File: src/rtl/irq_prio_pkg.sv
package irq_prio_pkg;

  localparam int BANK_W = 8;
  localparam int IDX_W  = $clog2(BANK_W);
  localparam int NUM_W  = 5;

  // Slot k holds the bit index with rank k; slot 0 is the strongest.
  localparam logic [BANK_W*IDX_W-1:0] UPPER_ORDER =
    {3'd4, 3'd1, 3'd0, 3'd6, 3'd7, 3'd5, 3'd3, 3'd2};
  localparam logic [BANK_W*IDX_W-1:0] XFER_ORDER =
    {3'd4, 3'd7, 3'd6, 3'd5, 3'd3, 3'd2, 3'd1, 3'd0};
  localparam logic [BANK_W*IDX_W-1:0] BASE_ORDER =
    {3'd4, 3'd1, 3'd0, 3'd2, 3'd6, 3'd3, 3'd5, 3'd7};

  localparam int UPPER_BASE = 8;
  localparam int XFER_BASE  = 16;
  localparam int BASE_BASE  = 0;

  typedef struct packed {
    logic             valid;
    logic [NUM_W-1:0] num;
  } pick_t;

endpackage

File: src/rtl/bank_pick.sv
module bank_pick
  import irq_prio_pkg::*;
#(
  parameter int W     = BANK_W,
  parameter int IW    = IDX_W,
  parameter int NW    = NUM_W,
  parameter logic [W*IW-1:0] ORDER = UPPER_ORDER,
  parameter int BASE  = 0
) (
  input  logic [W-1:0]  req,
  output logic          hit,
  output logic [NW-1:0] num
);

  logic [IW-1:0] sel;

  // Walk from the weakest rank to the strongest; a stronger set bit overwrites.
  always_comb begin
    hit = 1'b0;
    sel = '0;
    for (int k = W - 1; k >= 0; k--) begin
      if (req[ORDER[k*IW +: IW]]) begin
        hit = 1'b1;
        sel = ORDER[k*IW +: IW];
      end
    end
  end

  assign num = hit ? (NW'(BASE) + NW'(sel)) : '0;

endmodule

File: src/rtl/bank_select.sv
module bank_select
  import irq_prio_pkg::*;
(
  input  pick_t upper,
  input  pick_t xfer,
  input  pick_t base,
  output pick_t win
);

  always_comb begin
    if (upper.valid)      win = upper;
    else if (xfer.valid)  win = xfer;
    else if (base.valid)  win = base;
    else                  win = '0;
  end

endmodule

File: src/rtl/irq_bank_resolver.sv
module irq_bank_resolver
  import irq_prio_pkg::*;
#(
  parameter bit REGISTERED = 1'b1
) (
  input  logic              clk,
  input  logic              rst,
  input  logic [BANK_W-1:0] upper_req,
  input  logic [BANK_W-1:0] xfer_req,
  input  logic [BANK_W-1:0] base_req,
  output logic              irq_valid,
  output logic [NUM_W-1:0]  irq_num
);

  pick_t up_p, xf_p, bs_p, comb_win;

  bank_pick #(.ORDER(UPPER_ORDER), .BASE(UPPER_BASE)) u_upper (
    .req(upper_req), .hit(up_p.valid), .num(up_p.num));
  bank_pick #(.ORDER(XFER_ORDER), .BASE(XFER_BASE)) u_xfer (
    .req(xfer_req), .hit(xf_p.valid), .num(xf_p.num));
  bank_pick #(.ORDER(BASE_ORDER), .BASE(BASE_BASE)) u_base (
    .req(base_req), .hit(bs_p.valid), .num(bs_p.num));

  bank_select u_sel (
    .upper(up_p), .xfer(xf_p), .base(bs_p), .win(comb_win));

  logic armed;
  always_ff @(posedge clk) begin
    if (rst) armed <= 1'b0;
    else     armed <= 1'b1;
  end

  generate
    if (REGISTERED) begin : g_reg
      pick_t out_q;
      always_ff @(posedge clk) begin
        if (rst) out_q <= '0;
        else     out_q <= comb_win;
      end
      assign irq_valid = out_q.valid;
      assign irq_num   = out_q.num;

      p_latency_r8: assert property (@(posedge clk) disable iff (rst || !armed)
        (irq_valid == $past(comb_win.valid)) && (irq_num == $past(comb_win.num)));
    end else begin : g_comb
      assign irq_valid = comb_win.valid;
      assign irq_num   = comb_win.num;
    end
  endgenerate

  p_idle_zero_r6: assert property (@(posedge clk) disable iff (rst)
    !irq_valid |-> (irq_num == '0));
  p_none_r5: assert property (@(posedge clk) disable iff (rst)
    (upper_req == '0 && xfer_req == '0 && base_req == '0) |-> !comb_win.valid);
  p_upper_wins_r1: assert property (@(posedge clk) disable iff (rst)
    (upper_req != '0) |-> (comb_win.valid && comb_win.num >= 5'd8 && comb_win.num <= 5'd15));
  p_xfer_range_r3: assert property (@(posedge clk) disable iff (rst)
    (upper_req == '0 && xfer_req != '0) |->
      (comb_win.valid && comb_win.num >= 5'd16 && comb_win.num <= 5'd23));
  p_base_range_r4: assert property (@(posedge clk) disable iff (rst)
    (upper_req == '0 && xfer_req == '0 && base_req != '0) |->
      (comb_win.valid && comb_win.num <= 5'd7));
  p_base_bit0_r7: assert property (@(posedge clk) disable iff (rst)
    (upper_req == '0 && xfer_req == '0 && base_req == 8'h01) |->
      (comb_win.valid && comb_win.num == 5'd0));

endmodule

File: config.mk
export PLATFORM = sky130hd
export DESIGN_NAME = irq_bank_resolver
export DESIGN_NICKNAME = d
export VERILOG_FILES = /design/src/rtl/irq_prio_pkg.sv /design/src/rtl/bank_pick.sv /design/src/rtl/bank_select.sv /design/src/rtl/irq_bank_resolver.sv
export SDC_FILE = /design/constraint.sdc
export NUM_CORES = 1
export LEC_CHECK = 0
export ABC_AREA = 1
export BUFFER_PORTS_ARGS = -buffer_cell sky130_fd_sc_hd__buf_2
export CORE_MARGIN = 3
export CORE_UTILIZATION = 44
export CTS_CLUSTER_SIZE = 40
export DETAILED_ROUTE_END_ITERATION = 10
export PLACE_DENSITY = 0.78
export SETUP_SLACK_MARGIN = 0.05
export SYNTH_ARGS = -nofsm -noshare
export SYNTH_HDL_FRONTEND = slang
export SYNTH_HIERARCHICAL = 1
export SYNTH_SLANG_ARGS = --single-unit
export TNS_END_PERCENT = 1
File: constraint.sdc
create_clock -name clk -period 1.2 [get_ports clk]
set_input_delay 0.12 -clock clk [delete_from_list [all_inputs] [get_ports clk]]
set_output_delay 0.12 -clock clk [all_outputs]
set_load 0.01 [all_outputs]
==> out/metrics.cfg <==
[power_and_ir_drop]
total_power_mw = 0.5484
peakVddDrop_mv = 0.3135
leakage_nw = 0.4963
power.density_nw_per_um2 = 687.0

[critical_path]
slowest_stage = nand3b_1
cp_cell_sequence = buf_2 > nor2_1 > nand2_1 > nor2_1 > nand3b_1 > nand2_1 > nand2_1 > nor2_1 > nor2_1 > inv_1 > nor2_1
criticalPathCategory = input port to flop
cpMostUsedCell = nor2_1
worstPathMaxFanout = 5
critPathMaxStageDelay_ns = 0.20
required_ns = 1.34
arrival_ns = 1.11
crit_start = xfer_req[4]
cp-start-kind = input port
cp-end-kind = flop

[run]
drv_cap = 0

[placement]
gp_congestion = 0.7343
io_buffers = 31
place_area_sq_um = 768.2
dpl.hpwl_um = 1032

[worst_hold_path]
hold-path-cell-count = 2
hp-class = input port to flop
hold_start = rst
whs_endpoint = irq_num[0]$_SDFF_PP0_

[global_routing]
antenna_found_initial = 0
track_usage_pct = 13.61
grt_start_max_net_pins = 12
overflow = 0
grt_pass1_wl_um = 2042
grt_pass1_vias = 589

[synthesis]
yosysWarnings = 6
synth_cells = 120
synth_edf_count = 0
synth-seq-cells = 6
synth_cell_types = 16
synth_area_per_cell_sq_um = 5.297
seq_area_frac_synth_pct = 18.90
ys_top_cells_by_count = 35 x nor2_1, 30 x nand2_1, 17 x inv_1
yosysMostFrequentCell = nor2_1
synth_simple_gate_area_share_pct = 52.56
synthFlopType = dfxtp_1
synthMuxAreaShare_pct = 0
synth_top_area_share_pct = 20.67
synthTopCellsByArea = nor2_1 21%, dfxtp_1 19%, nand2_1 18%, inv_1 10%, buf_4 7.1%
synth-compound-area-share_pct = 5.512
yosysTopAreaCell = nor2_1
synth_top_family_by_area = simple AND/OR/NAND/NOR gates
synth-xor-area-share_pct = 0
syn-cell-area_sq_um = 635.6
synthAdderAreaFrac_pct = 0
async_reset_ff_share_pct = 0

[clock_tree]
cts_made_buffers = 3
path_clk_slew_ns = 0.04
cts.hold.buffers_added = 0
cts_num_sinks = 6
cts_tree = built
clockRootBuffer = clkbuf_4
htree_levels = 1
clock_path_buffers = 2

[floorplan]
rows = 13
start_util_pct = 47.65
core_area_sq_um = 1334
dieArea_sq_um = 1936
io_pins = 32
die_w_um = 44.01
dieHeight_um = 44.01

[routing]
avgRoutedWirePerCell_um = 7.380
drtPass1Iterations = 4
drt-total-wl_um = 1225
drtAntennaViolNets = 0
vias_per_cell = 4.367
dr_total_vias = 725
drtIter0Drc = 12
route.detailed.drc = 0

[sta]
setup_viol = 0
hold_violations = 0
finalCriticalPeriod_ns = 0.9706
drv_slew = 0
rsz0062_at_grt = yes
finalCritPeriodShare_pct = 80.89
max_freq_ghz = 1.030

[cells_and_area]
finalInstanceArea_sq_um = 798.3
syn_to_final_growth_pct = 25.59
fin_nets = 179
antenna_cells = 0
fillCellCount = 132
drive_gt1_share_pct = 29.14

[run_status]
status = finished, final reports clean

[metal layers]
metal | wire (um) | vias to the layer above | global-route usage [%]
met3 | 116 | 2 | 2.905
li1 | - | 408 | -
met2 | 623 | 28 | 26.45
met1 | 472 | 287 | 13.61
met5 | 0 | - | 0
met4 | 13 | 0 | 5.422
[worst max-delay path by stage]
stage / slack (ns) / end / cells after the start
after detailed placement: -0.09 / irq_num[3]$_SDFF_PP0_ / 11
after CTS: 0.13 / irq_num[3]$_SDFF_PP0_ / 11
after global placement: -0.09 / irq_num[0]$_SDFF_PP0_ / 11
after global routing: 0.04 / irq_num[3]$_SDFF_PP0_ / 11
after floorplan: 0.18 / irq_num[4]$_SDFF_PP0_ / 11
final: 0.23 / irq_num[0]$_SDFF_PP0_ / 11
[final cells by class]
cell class | instances | area, sq um | share of cell area [%]
multi-input combinational | 90 | 391.6 | 49.06
timing repair buffer | 34 | 177.7 | 22.26
sequential | 6 | 120.1 | 15.05
inverter | 18 | 67.56 | 8.464
clock buffer | 3 | 22.52 | 2.821
tap | 15 | 18.77 | 2.351
[stage by stage]
stage / TNS, ns / hold slack (ns) / instances / worst slack [ns] / utilization, %
final: 0 / 0.1083 / 166 / 0.2294 / 59.85
after global routing: 0 / 0.1100 / 166 / 0.04407 / 59.85
after CTS: 0 / 0.1045 / 165 / 0.1260 / 59.29
after detailed placement: -0.3808 / 0.3594 / 162 / -0.09184 / 57.60
after global placement: -0.3655 / 0.3548 / 162 / -0.08517 / 57.60
after floorplan: 0 / 0.1912 / 121 / 0.1769 / -
[repair_timing]
| action | CTS | global route |
|---|---|---|
| setup endpoints to repair | 0 | 5 |
| setup buffers | 0 | 0 |
| gates resized for setup | 0 | 1 |
| endpoints found under the hold margin | 0 | 0 |
[where the power goes]
part	switching [mW]	total (mW)	internal, mW
combinational	0.0799	0.155	0.0748
clock	0.0680	0.181	0.113
sequential	0.00182	0.213	0.211
[sequential cells by signal (all words and copies together) (netlist names)]
signal / cells
irq_num: 5
irq_valid: 1
[cell usage in the layout (no fill, tap or decap), drive strengths merged]
| cell type | n |
|---|---|
| nor2 | 39 |
| nor3 | 3 |
| nand3 | 5 |
| conb | 4 |
| inv | 18 |
| dfxtp | 6 |
| nand3b | 3 |
| a21oi | 4 |
| clkbuf | 3 |
| nand2 | 30 |
| buf | 34 |
| o21bai | 2 |
[worst max-delay path, delay by kind of cell]
| kind | cells | cell delay [ns] |
|---|---|---|
| buffers and inverters | 2 | 0.14 |
| and+or+nand+nor | 9 | 0.85 |
[kinds of logic (layout without fill, tap and decap cells)]
group / count (synthesis) / in the layout
DFF: 6 / 6
AOI/OAI and AO/OA: 6 / 6
other: 3 / 4
buffers and inverters: 26 / 55
and+or+nand+nor: 79 / 80
Note: power is estimated with default switching activity, not from simulation.
